$ cat src/rtl/rrm_pkg.sv
package rrm_pkg;

  localparam int NUM_MAP_CLS = 3;

  typedef enum logic [2:0] {
    CLS_INT  = 3'd0,
    CLS_FP   = 3'd1,
    CLS_CC   = 3'd2,
    CLS_MISC = 3'd3
  } rrmCls_e;

  // Strobes from control to datapath and free lists
  typedef struct packed {
    logic [NUM_MAP_CLS-1:0] allocCls; // pop free list + write map, per class
    logic [NUM_MAP_CLS-1:0] setCls;   // direct map write, per class
    logic                   accept;   // rename result is produced next cycle
    logic                   errReq;   // fatal request seen this cycle
  } rrmStrobe_t;

  function automatic int maxOf(int a, int b);
    return (a > b) ? a : b;
  endfunction

endpackage

$ cat src/rtl/rrm_freelist.sv
module rrm_freelist #(
  parameter int DEPTH = 8,
  parameter int BASE  = 8,
  parameter int TAG_W = 4
) (
  input  logic             clk,
  input  logic             rstN,
  input  logic             pop,
  input  logic             push,
  input  logic [TAG_W-1:0] pushTag,
  output logic [TAG_W-1:0] head,
  output logic             empty
);
  localparam int PW = (DEPTH > 1) ? $clog2(DEPTH) : 1;
  localparam int CW = $clog2(DEPTH + 1);

  logic [TAG_W-1:0] mem [DEPTH];
  logic [PW-1:0]    rdPtr, wrPtr;
  logic [CW-1:0]    count;

  function automatic logic [PW-1:0] nextPtr(logic [PW-1:0] p);
    return (p == PW'(DEPTH - 1)) ? '0 : p + PW'(1);
  endfunction

  always_ff @(posedge clk) begin
    if (!rstN) begin
      for (int k = 0; k < DEPTH; k++) mem[k] <= TAG_W'(BASE + k);
      rdPtr <= '0;
      wrPtr <= '0;
      count <= CW'(DEPTH);
    end else begin
      if (push) begin
        mem[wrPtr] <= pushTag;
        wrPtr      <= nextPtr(wrPtr);
      end
      if (pop) rdPtr <= nextPtr(rdPtr);
      count <= count + CW'(push) - CW'(pop);
    end
  end

  assign head  = mem[rdPtr];
  assign empty = (count == '0);

  p_no_underflow_r10: assert property (@(posedge clk) disable iff (!rstN)
    pop |-> !empty);
  p_no_overflow_r11: assert property (@(posedge clk) disable iff (!rstN)
    (push && !pop) |-> (count < CW'(DEPTH)));

endmodule

$ cat src/rtl/rrm_ctrl.sv
module rrm_ctrl
  import rrm_pkg::*;
#(
  parameter int IDX_W   = 3,
  parameter int TAG_W   = 4,
  parameter int INT_ZERO = 0,
  parameter int FP_ZERO  = 7,
  parameter int CC_ZERO  = -1
) (
  input  logic                   renValid,
  input  logic [2:0]             renClass,
  input  logic [IDX_W-1:0]       renIdx,
  input  logic                   lkValid,
  input  logic [2:0]             lkClass,
  input  logic                   setValid,
  input  logic [2:0]             setClass,
  input  logic [IDX_W-1:0]       setIdx,
  input  logic [TAG_W-1:0]       setTag,
  input  logic [NUM_MAP_CLS-1:0] flEmpty,
  output rrmStrobe_t             strobe,
  output logic                   renStall
);
  logic zeroHit, needAlloc, miscBad;

  always_comb begin
    unique case (renClass)
      CLS_INT: zeroHit = (int'(renIdx) == INT_ZERO);
      CLS_FP:  zeroHit = (int'(renIdx) == FP_ZERO);
      CLS_CC:  zeroHit = (int'(renIdx) == CC_ZERO);
      default: zeroHit = 1'b0;
    endcase

    needAlloc = renValid && (renClass < 3'd3) && !zeroHit;
    renStall  = needAlloc && flEmpty[renClass[1:0]];

    strobe.allocCls = '0;
    if (needAlloc && !renStall) strobe.allocCls[renClass[1:0]] = 1'b1;
    strobe.accept = renValid && (renClass <= 3'd3) && !renStall;

    strobe.setCls = '0;
    if (setValid && (setClass < 3'd3)) strobe.setCls[setClass[1:0]] = 1'b1;

    miscBad = setValid && (setClass == CLS_MISC) && (setTag != TAG_W'(setIdx));
    strobe.errReq = (renValid && renClass > 3'd3) || (lkValid && lkClass > 3'd3) ||
                    (setValid && setClass > 3'd3) || miscBad;
  end

endmodule

$ cat src/rtl/rrm_datapath.sv
module rrm_datapath
  import rrm_pkg::*;
#(
  parameter int INT_ARCH = 8,
  parameter int FP_ARCH  = 8,
  parameter int CC_ARCH  = 4,
  parameter int IDX_W    = 3,
  parameter int TAG_W    = 4
) (
  input  logic                               clk,
  input  logic                               rstN,
  input  rrmStrobe_t                         strobe,
  input  logic [2:0]                         renClass,
  input  logic [IDX_W-1:0]                   renIdx,
  input  logic [NUM_MAP_CLS-1:0][TAG_W-1:0]  flHead,
  input  logic [2:0]                         lkClass,
  input  logic [IDX_W-1:0]                   lkIdx,
  input  logic [IDX_W-1:0]                   setIdx,
  input  logic [TAG_W-1:0]                   setTag,
  output logic                               renDone,
  output logic [TAG_W-1:0]                   renNewTag,
  output logic [TAG_W-1:0]                   renPrevTag,
  output logic                               errFlag,
  output logic [TAG_W-1:0]                   lkTag
);
  logic [TAG_W-1:0] renRd [NUM_MAP_CLS];
  logic [TAG_W-1:0] lkRd  [NUM_MAP_CLS];
  logic [TAG_W-1:0] curTag, newTag;

  for (genvar c = 0; c < NUM_MAP_CLS; c++) begin : g_map
    localparam int N  = (c == 0) ? INT_ARCH : (c == 1) ? FP_ARCH : CC_ARCH;
    localparam int IW = $clog2(N);
    logic [TAG_W-1:0] tbl [N];

    assign renRd[c] = tbl[renIdx[IW-1:0]];
    assign lkRd[c]  = tbl[lkIdx[IW-1:0]];

    always_ff @(posedge clk) begin
      if (!rstN) begin
        for (int i = 0; i < N; i++) tbl[i] <= TAG_W'(i);
      end else begin
        for (int i = 0; i < N; i++) begin
          if (strobe.setCls[c] && setIdx == IDX_W'(i))
            tbl[i] <= setTag;                 // restore wins over rename
          else if (strobe.allocCls[c] && renIdx == IDX_W'(i))
            tbl[i] <= flHead[c];
        end
      end
    end
  end

  always_comb begin
    unique case (renClass)
      CLS_INT:  curTag = renRd[0];
      CLS_FP:   curTag = renRd[1];
      CLS_CC:   curTag = renRd[2];
      CLS_MISC: curTag = TAG_W'(renIdx);
      default:  curTag = '0;
    endcase
    newTag = (|strobe.allocCls) ? flHead[renClass[1:0]] : curTag;

    unique case (lkClass)
      CLS_INT:  lkTag = lkRd[0];
      CLS_FP:   lkTag = lkRd[1];
      CLS_CC:   lkTag = lkRd[2];
      CLS_MISC: lkTag = TAG_W'(lkIdx);
      default:  lkTag = '0;
    endcase
  end

  always_ff @(posedge clk) begin
    if (!rstN) begin
      renDone    <= 1'b0;
      errFlag    <= 1'b0;
      renNewTag  <= '0;
      renPrevTag <= '0;
    end else begin
      renDone <= strobe.accept;
      errFlag <= strobe.errReq;
      if (strobe.accept) begin
        renNewTag  <= newTag;
        renPrevTag <= curTag;
      end
    end
  end

endmodule

$ cat src/rtl/rrm_top.sv
module rrm_top
  import rrm_pkg::*;
#(
  parameter int INT_ARCH = 8,
  parameter int INT_PHYS = 16,
  parameter int FP_ARCH  = 8,
  parameter int FP_PHYS  = 12,
  parameter int CC_ARCH  = 4,
  parameter int CC_PHYS  = 6,
  parameter int MISC_N   = 4,
  parameter int INT_ZERO = 0,
  parameter int FP_ZERO  = 7,
  parameter int CC_ZERO  = -1,
  parameter int IDX_W = $clog2(maxOf(maxOf(INT_ARCH, FP_ARCH), maxOf(CC_ARCH, MISC_N))),
  parameter int TAG_W = $clog2(maxOf(maxOf(INT_PHYS, FP_PHYS), CC_PHYS))
) (
  input  logic                              clk,
  input  logic                              rstN,
  input  logic                              renValid,
  input  logic [2:0]                        renClass,
  input  logic [IDX_W-1:0]                  renIdx,
  output logic                              renStall,
  output logic                              renDone,
  output logic [TAG_W-1:0]                  renNewTag,
  output logic [TAG_W-1:0]                  renPrevTag,
  input  logic                              lkValid,
  input  logic [2:0]                        lkClass,
  input  logic [IDX_W-1:0]                  lkIdx,
  output logic [TAG_W-1:0]                  lkTag,
  input  logic                              setValid,
  input  logic [2:0]                        setClass,
  input  logic [IDX_W-1:0]                  setIdx,
  input  logic [TAG_W-1:0]                  setTag,
  input  logic [2:0]                        freeValid,
  input  logic [2:0][TAG_W-1:0]             freeTag,
  output logic                              errFlag
);
  rrmStrobe_t                        strobe;
  logic [NUM_MAP_CLS-1:0]            flEmpty;
  logic [NUM_MAP_CLS-1:0][TAG_W-1:0] flHead;

  for (genvar c = 0; c < NUM_MAP_CLS; c++) begin : g_fl
    localparam int A = (c == 0) ? INT_ARCH : (c == 1) ? FP_ARCH : CC_ARCH;
    localparam int P = (c == 0) ? INT_PHYS : (c == 1) ? FP_PHYS : CC_PHYS;
    rrm_freelist #(.DEPTH(P - A), .BASE(A), .TAG_W(TAG_W)) u_fl (
      .clk(clk), .rstN(rstN),
      .pop(strobe.allocCls[c]), .push(freeValid[c]), .pushTag(freeTag[c]),
      .head(flHead[c]), .empty(flEmpty[c])
    );
  end

  rrm_ctrl #(.IDX_W(IDX_W), .TAG_W(TAG_W), .INT_ZERO(INT_ZERO),
             .FP_ZERO(FP_ZERO), .CC_ZERO(CC_ZERO)) u_ctrl (
    .renValid(renValid), .renClass(renClass), .renIdx(renIdx),
    .lkValid(lkValid), .lkClass(lkClass),
    .setValid(setValid), .setClass(setClass), .setIdx(setIdx), .setTag(setTag),
    .flEmpty(flEmpty), .strobe(strobe), .renStall(renStall)
  );

  rrm_datapath #(.INT_ARCH(INT_ARCH), .FP_ARCH(FP_ARCH), .CC_ARCH(CC_ARCH),
                 .IDX_W(IDX_W), .TAG_W(TAG_W)) u_dp (
    .clk(clk), .rstN(rstN), .strobe(strobe),
    .renClass(renClass), .renIdx(renIdx), .flHead(flHead),
    .lkClass(lkClass), .lkIdx(lkIdx), .setIdx(setIdx), .setTag(setTag),
    .renDone(renDone), .renNewTag(renNewTag), .renPrevTag(renPrevTag),
    .errFlag(errFlag), .lkTag(lkTag)
  );

  p_stall_no_done_r10: assert property (@(posedge clk) disable iff (!rstN)
    renStall |=> !renDone);
  p_bad_class_err_r9: assert property (@(posedge clk) disable iff (!rstN)
    (renValid && renClass > 3'd3) |=> (errFlag && !renDone));
  p_zero_same_r3: assert property (@(posedge clk) disable iff (!rstN)
    (renValid && renClass == 3'd0 && int'(renIdx) == INT_ZERO) |=>
      (renDone && renNewTag == renPrevTag));
  p_misc_ident_r6: assert property (@(posedge clk) disable iff (!rstN)
    (renValid && renClass == 3'd3) |=>
      (renDone && renNewTag == TAG_W'($past(renIdx)) && renPrevTag == TAG_W'($past(renIdx))));

endmodule

$ cat config.mk
export PLATFORM = sky130hd
export DESIGN_NAME = rrm_top
export DESIGN_NICKNAME = d
export VERILOG_FILES = /design/src/rtl/rrm_pkg.sv /design/src/rtl/rrm_freelist.sv /design/src/rtl/rrm_ctrl.sv /design/src/rtl/rrm_datapath.sv /design/src/rtl/rrm_top.sv
export SDC_FILE = /design/constraint.sdc
export NUM_CORES = 1
export LEC_CHECK = 0
export BUFFER_PORTS_ARGS = -buffer_cell sky130_fd_sc_hd__buf_4
export CORE_MARGIN = 3
export CORE_UTILIZATION = 50
export DETAILED_ROUTE_END_ITERATION = 12
export GPL_TIMING_DRIVEN = 0
export PLACE_DENSITY = 0.7
export SLEW_MARGIN = 20
export SYNTH_ARGS = -nofsm -noshare
export SYNTH_HDL_FRONTEND = slang
export SYNTH_SLANG_ARGS = --single-unit
$ cat constraint.sdc
create_clock -name clk -period 3.2 [get_ports clk]
set_clock_uncertainty 0.1 [all_clocks]
set_input_delay 0.48 -clock clk [delete_from_list [all_inputs] [get_ports clk]]
set_output_delay 0.48 -clock clk [all_outputs]
set_load 0.005 [all_outputs]
* Word-level counts from Yosys, hierarchy flattened
Memories as Yosys holds them, arrays and structs flattened. A register that Yosys moved wholly into a read port is not among the register bits.
Index checks and enable logic that the tools add are counted.
W data, S select, Z words.
** Word-level totals
- Register bits after elaboration :: 31
- Bits in writable memories :: 136
- Input port bits :: 42
- Word-level logic and storage cells :: 404
- Memories kept :: 6
** Operators by class
- Add/sub/neg operators :: 12
- Magnitude comparators :: 10
- Equality and inequality tests :: 27
- Muxes and demuxes :: 225
- Bitwise operators :: 40
- Reductions and logical operators :: 71
** Memories
- g_fl[0].u_fl.mem :: words 8, bits a word 4, read ports 1, clocked after memory_dff 1, write ports 8, line rrm_freelist.sv:17 : logic [TAG_W-1:0] mem [DEPTH];
- u_dp.g_map[0].tbl :: words 8, bits a word 4, read ports 2, clocked after memory_dff 0, write ports 8, line rrm_datapath.sv:33 : logic [TAG_W-1:0] tbl [N];
- u_dp.g_map[1].tbl :: words 8, bits a word 4, read ports 2, clocked after memory_dff 0, write ports 8, line rrm_datapath.sv:33
- g_fl[1].u_fl.mem :: words 4, bits a word 4, read ports 1, clocked after memory_dff 1, write ports 4, line rrm_freelist.sv:17
- u_dp.g_map[2].tbl :: words 4, bits a word 4, read ports 2, clocked after memory_dff 0, write ports 4, line rrm_datapath.sv:33
- g_fl[2].u_fl.mem :: words 2, bits a word 4, read ports 1, clocked after memory_dff 1, write ports 2, line rrm_freelist.sv:17
** Operators by type and width (number)
- $mux W4 :: 45
- $mux W1 :: 161
- $logic_and A1 B1 Y1 :: 54
- $or A1 B1 Y1 :: 40
- $pmux W4 S4 :: 2
- $eq A3 B3 Y1 const B :: 10
- $eq A3 B2 Y1 const B :: 9
- $mux W3 :: 7
- $logic_not A3 Y1 :: 6
- $eq A3 B1 Y1 const B :: 5
- $reduce_or A4 Y1 :: 3
- $mux W2 :: 5
- $gt A3 B2 Y1 const B :: 3
- $bmux W4 S2 :: 1
- $add A3 B1 Y3 const B :: 2
- $lt A2 B3 Y1 const B :: 2
- $lt A3 B2 Y1 const B :: 2
- $add A2 B1 Y2 const B :: 2
- $add A4 B1 Y4 :: 1
- $demux W1 S2 :: 2
- $eq A2 B2 Y1 const B :: 2
- $ge A2 B1 Y1 const B :: 2
- $logic_not A4 Y1 :: 1
- $ne A4 B3 Y1 :: 1
- other kinds (13) :: 17

* Longest topological paths before layout
- Depth in word-level cells :: 14
- Gate-level depth with buffers :: 13
- Mapped depth without buffers :: 12

* Modules after synthesis
From an unflattened synthesis, not the netlist that was laid out.
** Second synthesis, totals
- Cell total of the unflattened synthesis :: 878
- Area, all modules :: 10062.2 µm²
** By module, submodules not included
- rrm_datapath :: instances 1, cells each 564, area an instance 6004.5 µm², seq. area each 2602.5 µm²
- rrm_freelist (g_fl[0].u_fl) :: instances 1, cells each 161, area an instance 2138.3 µm², seq. area each 1221.2 µm²
- rrm_freelist (g_fl[1].u_fl) :: instances 1, cells each 82, area an instance 1147.4 µm², seq. area each 660.6 µm²
- rrm_freelist (g_fl[2].u_fl) :: instances 1, cells each 47, area an instance 570.5 µm², seq. area each 340.3 µm²
- rrm_ctrl :: instances 1, cells each 24, area an instance 201.4 µm², seq. area each 0.0 µm²

* Worst setup path before layout
OpenSTA, ideal clock, no wires.
- Path kind :: input-to-reg
- From :: input renIdx[2]
- To :: register g_fl[1].u_fl.count[2]
- Setup time :: 0.129 ns
- Data arrival time :: 2.855 ns
- Data required time :: 2.971 ns
- Setup slack :: 0.115 ns
- Stages on the path :: 12
- Buffers on the path :: 1
- Cells stage by stage :: or3_2 -> o2111ai_4 -> or4_4 -> inv_2 -> buf_4 -> ha_1 -> inv_1 -> ha_1 -> fa_1 -> xnor2_1 -> xnor2_1 -> nand2_1
** Between the ends
- Longest elaborated chain between the ends :: 9
** RTL lines
- start, declared :: line rrm_top.sv:21 : input logic [IDX_W-1:0] renIdx,
- $eq A3 B1 Y1 / $logic_not A3 Y1 (equally long branches) :: line rrm_ctrl.sv:28, rrm_ctrl.sv:27
- $pmux W1 S2 * :: line rrm_ctrl.sv:26 : unique case (renClass)
- $logic_not A1 Y1 * :: line rrm_ctrl.sv:33 : needAlloc = renValid && (renClass < 3'd3) && !zeroHit;
- $logic_and A1 B1 Y1 * :: line rrm_ctrl.sv:33
- $logic_and A1 B1 Y1 :: line rrm_ctrl.sv:34 : renStall = needAlloc && flEmpty[renClass[1:0]];
- $logic_not A1 Y1 :: line rrm_ctrl.sv:37 : if (needAlloc && !renStall) strobe.allocCls[renClass[1:0]] = 1'b1;
- $logic_and A1 B1 Y1 * :: line rrm_ctrl.sv:37
- $mux W3 * :: line rrm_ctrl.sv:37
- $sub A3 B1 Y3 * :: line rrm_freelist.sv:37 : count <= count + CW'(push) - CW'(pop);
- end signal, assigned :: line rrm_freelist.sv:30 : count <= CW'(DEPTH);
- end signal, assigned :: line rrm_freelist.sv:37
- end, declared :: line rrm_freelist.sv:19 : logic [CW-1:0] count;
Mark *: on every way between the ends. The rest lies on a longest branch, timed or not.
A chain may end at the register's enable or synchronous reset.

* Worst setup path in the final report
- From :: register g_fl[0].u_fl.count[2]
- To :: register g_fl[1].u_fl.count[2]
** Between the ends
- Longest elaborated chain between the ends :: 8
** RTL lines
- start, declared :: line rrm_freelist.sv:19
- start signal, assigned :: line rrm_freelist.sv:30
- start signal, assigned :: line rrm_freelist.sv:37
- $logic_not A4 Y1 :: line rrm_freelist.sv:42 : assign empty = (count == '0);
- $bmux W1 S2 :: line rrm_ctrl.sv:34
- $mux W1 (implied by the code) :: line rrm_ctrl.sv:34
- $logic_and A1 B1 Y1 :: line rrm_ctrl.sv:34
- $logic_not A1 Y1 :: line rrm_ctrl.sv:37
- $logic_and A1 B1 Y1 :: line rrm_ctrl.sv:37
- $mux W3 :: line rrm_ctrl.sv:37
- $sub A3 B1 Y3 :: line rrm_freelist.sv:37
Every way passes these cells. The select of a mux whose other input is x is not followed.

==> impl_results.md <==
- HP Class: primary input to flop
- YS warnings: 0
- Mapped Avg Cell Area: 11.2 um2
- Placer Congestion: 0.993
- First-pass GRT wire length: 44700 um
- # diodes: 0
- Final nets: 1006
- Worst slack, placed: -0.350 ns
- Synth area leaders: edfxtp_1, mux4_2, dfxtp_1
- Vias per Instance: 6.47
- Area grow syn2layout: 13.4%
- Status: complete, no violations
- F_max: 324 MHz
- WL final: 30000 um
- Worst setup margin: 0.111 ns
- Worst Path Arrival: 3.28 ns
- Post-synthesis sequential area ratio: 48.9%
- Drt drc: 0
- RSZ-0062 raised after global routing: yes
- Initial Util: 51.9%
- HPWL after DPL: 22700 um
- First drt pass iteration count: 6
- Post-synthesis net count: 939
- Die height: 146 um
- Core box area: 19000 um2
- # rows: 50
- CTS root buf: clkbuf_16
- Postcts setup bufs: 0
- Vias in the first global route: 7450
- VDD IR max: 0.000364 V
- TritonCTS clock tree: yes
- Max_cap viols: 0
- Crit path launch type: flop
- Setup_tns: 0 ns
- Via count: 7888
- Most frequent cells in the layout: edfxtp_1, nand2_1, nor2_1
- Least-Margin Pin Slew: 1.10 ns
- Skew-Pair Late Insertion Delay: 0.43 ns
- Post-synth EDFFs: 136
- Post-layout minimum cycle time: 3.09 ns
- CTS Buf Count: 17
- Leading area contributor after synthesis: edfxtp_1
- Crit path kind: flop to flop
- Register bit total from synthesis: 173
- Commonest non-fill, non-tap cell in the layout: edfxtp_1
- Post-synthesis async set-or-reset flop share: 0%
- Crit Path Max Fanout: 10
- Slew Viols, Final: 0
- Gr ovfl total: 0
- Final-report hold violation count: 0
- Pleak: 3.83 nW
- Top-area cell type share of the netlist area: 41.4%
- Die Wd: 146 um
- Fill cells: 1628
- Post-route ant nets: 0
- Syn Inst Count: 880
- Slew margin rel.: 25.9%
- CP required: 3.39 ns
- # port buffers: 48
- Largest net degree at the start of global routing: 17
- Reg clk slew, reported paths: 0.06 ns
- Number of library cell types mapped by synthesis: 76
- Syn Std Cell Area: 9860 um2
- Worst setup EP type: flop
- Layout cells sized above 1: 19.1%
- Final period util: 96.5%
- Pwr Density: 500 nW/um2
- Die Area: 21500 um2
- Final setup viols: 0
- Initial antenna violation count: 0
- Clk buf depth: 2
- Ports: 57
- DRT iter0 DRCs: 912
- Synth Flop Type: edfxtp_1
- All-Layer GR Usage: 27.6%
- CTS Sinks: 173
- # H-tree levels: 4
- Average wire per standard cell: 24.6 um
[critical path, stage by stage (launching register included)]
cell,delay (ns)
dfxtp_1,0.31
inv_1,0.05
ha_2,0.22
and3_2,0.22
or4_4,0.62
inv_8,0.12
buf_8,0.16
ha_1,0.14
inv_1,0.04
ha_1,0.18
fa_1,0.41
xnor2_2,0.15
xnor2_1,0.15
nand2_1,0.06
[registers in the layout, indices dropped and copies added (netlist names), named ones only]
name	cells
u_dp.renDone	1
u_dp.errFlag	1
g_fl.u_fl.rdPtr	6
u_dp.renNewTag	4
g_fl.u_fl.mem	56
u_dp.renPrevTag	4
u_dp.g_map.tbl	80
g_fl.u_fl.wrPtr	6
g_fl.u_fl.count	9
[logic make-up after synthesis]
kind of cell,share of synthesized area [%]
AO/OA/AOI/OAI,11.4
adder cells (fa/ha/maj),2.31
AND/OR/NAND/NOR,17.9
buffers and inverters,3.74
XOR/XNOR,0.888
flip-flops,48.9
multiplexers,14.9
[power breakdown]
part	internal (mW)	switching (mW)
clock network	1.29	0.873
registers	2.53	0.0638
logic	0.329	0.495
[layout make-up]
type / count / area, um2 / area share, %
timing repair buffer: 48 / 360 / 3.22
inverter: 32 / 128 / 1.14
clock inverter: 13 / 174 / 1.55
multi-input combinational: 621 / 4690 / 41.9
sequential: 173 / 4820 / 43.1
buffer: 54 / 258 / 2.30
clock buffer: 18 / 429 / 3.84
tap: 260 / 325 / 2.91
[per-layer routing]
metal / vias to the layer above / global-route usage [%] / share of wire, %
li1: 3501 / - / -
met1: 3829 / 37.9 / 41
met2: 465 / 42.3 / 45
met3: 93 / 5.37 / 9.1
met4: 0 / 13.4 / 4.7
met5: - / 0 / 0
[cell usage after synthesis, types with 3 or more instances]
library cell	n
a21oi_1	19
nand4_1	8
mux4_2	41
nor3_1	24
nor2_1	66
a211oi_1	9
o31a_1	4
clkbuf_1	29
o221a_2	5
nand2b_1	20
buf_4	6
mux2i_1	38
o22a_1	4
o211ai_1	7
nor3b_1	5
o22ai_1	26
nor4_1	4
a221o_1	5
xnor2_1	9
a31oi_1	6
mux2_2	15
o21ai_0	36
buf_2	13
inv_1	29
and2_1	24
edfxtp_1	136
nand3_1	46
nor2b_1	11
nand2_1	90
dfxtp_1	37
or3_1	18
or2_2	6
and3_1	3
ha_1	15
buf_1	5
a2bb2oi_1	7
[metrics by stage]
| stage | hold slack [ns] | cells | power, mW | utilization (%) | cell area (um2) |
|---|---|---|---|---|---|
| global placement | 0.374 | 1188 | 3.42 | 55.5 | 10600 |
| global route | 0.218 | 1219 | 5.75 | 58.8 | 11200 |
| CTS | 0.198 | 1219 | 5.56 | 58.7 | 11200 |
| floorplan | 0.354 | 880 | 3.14 | - | 9860 |
| detailed placement | 0.382 | 1188 | 3.44 | 55.5 | 10600 |
| finish | 0.201 | 1219 | 5.59 | 58.8 | 11200 |
[repair_timing]
action                                  CTS  global route
hold buffers                              0             0
gates resized for setup                   0             9
endpoints found under the setup margin    0             2
hold endpoints to repair                  0             0
[final timing paths]
path                                       startpoint                    end  slack, ns  cells past startpoint
worst max-delay path            g_fl[0].u_fl.count[2]  g_fl[1].u_fl.count[2]       0.11                     13
worst min-delay path                          lkValid           u_dp.errFlag       0.20                      3
worst max register to register  g_fl[0].u_fl.count[2]  g_fl[1].u_fl.count[2]       0.11                     13
worst min register to register  g_fl[1].u_fl.rdPtr[1]  g_fl[1].u_fl.rdPtr[1]       0.39                      2
(Power assumes the default switching activity.)
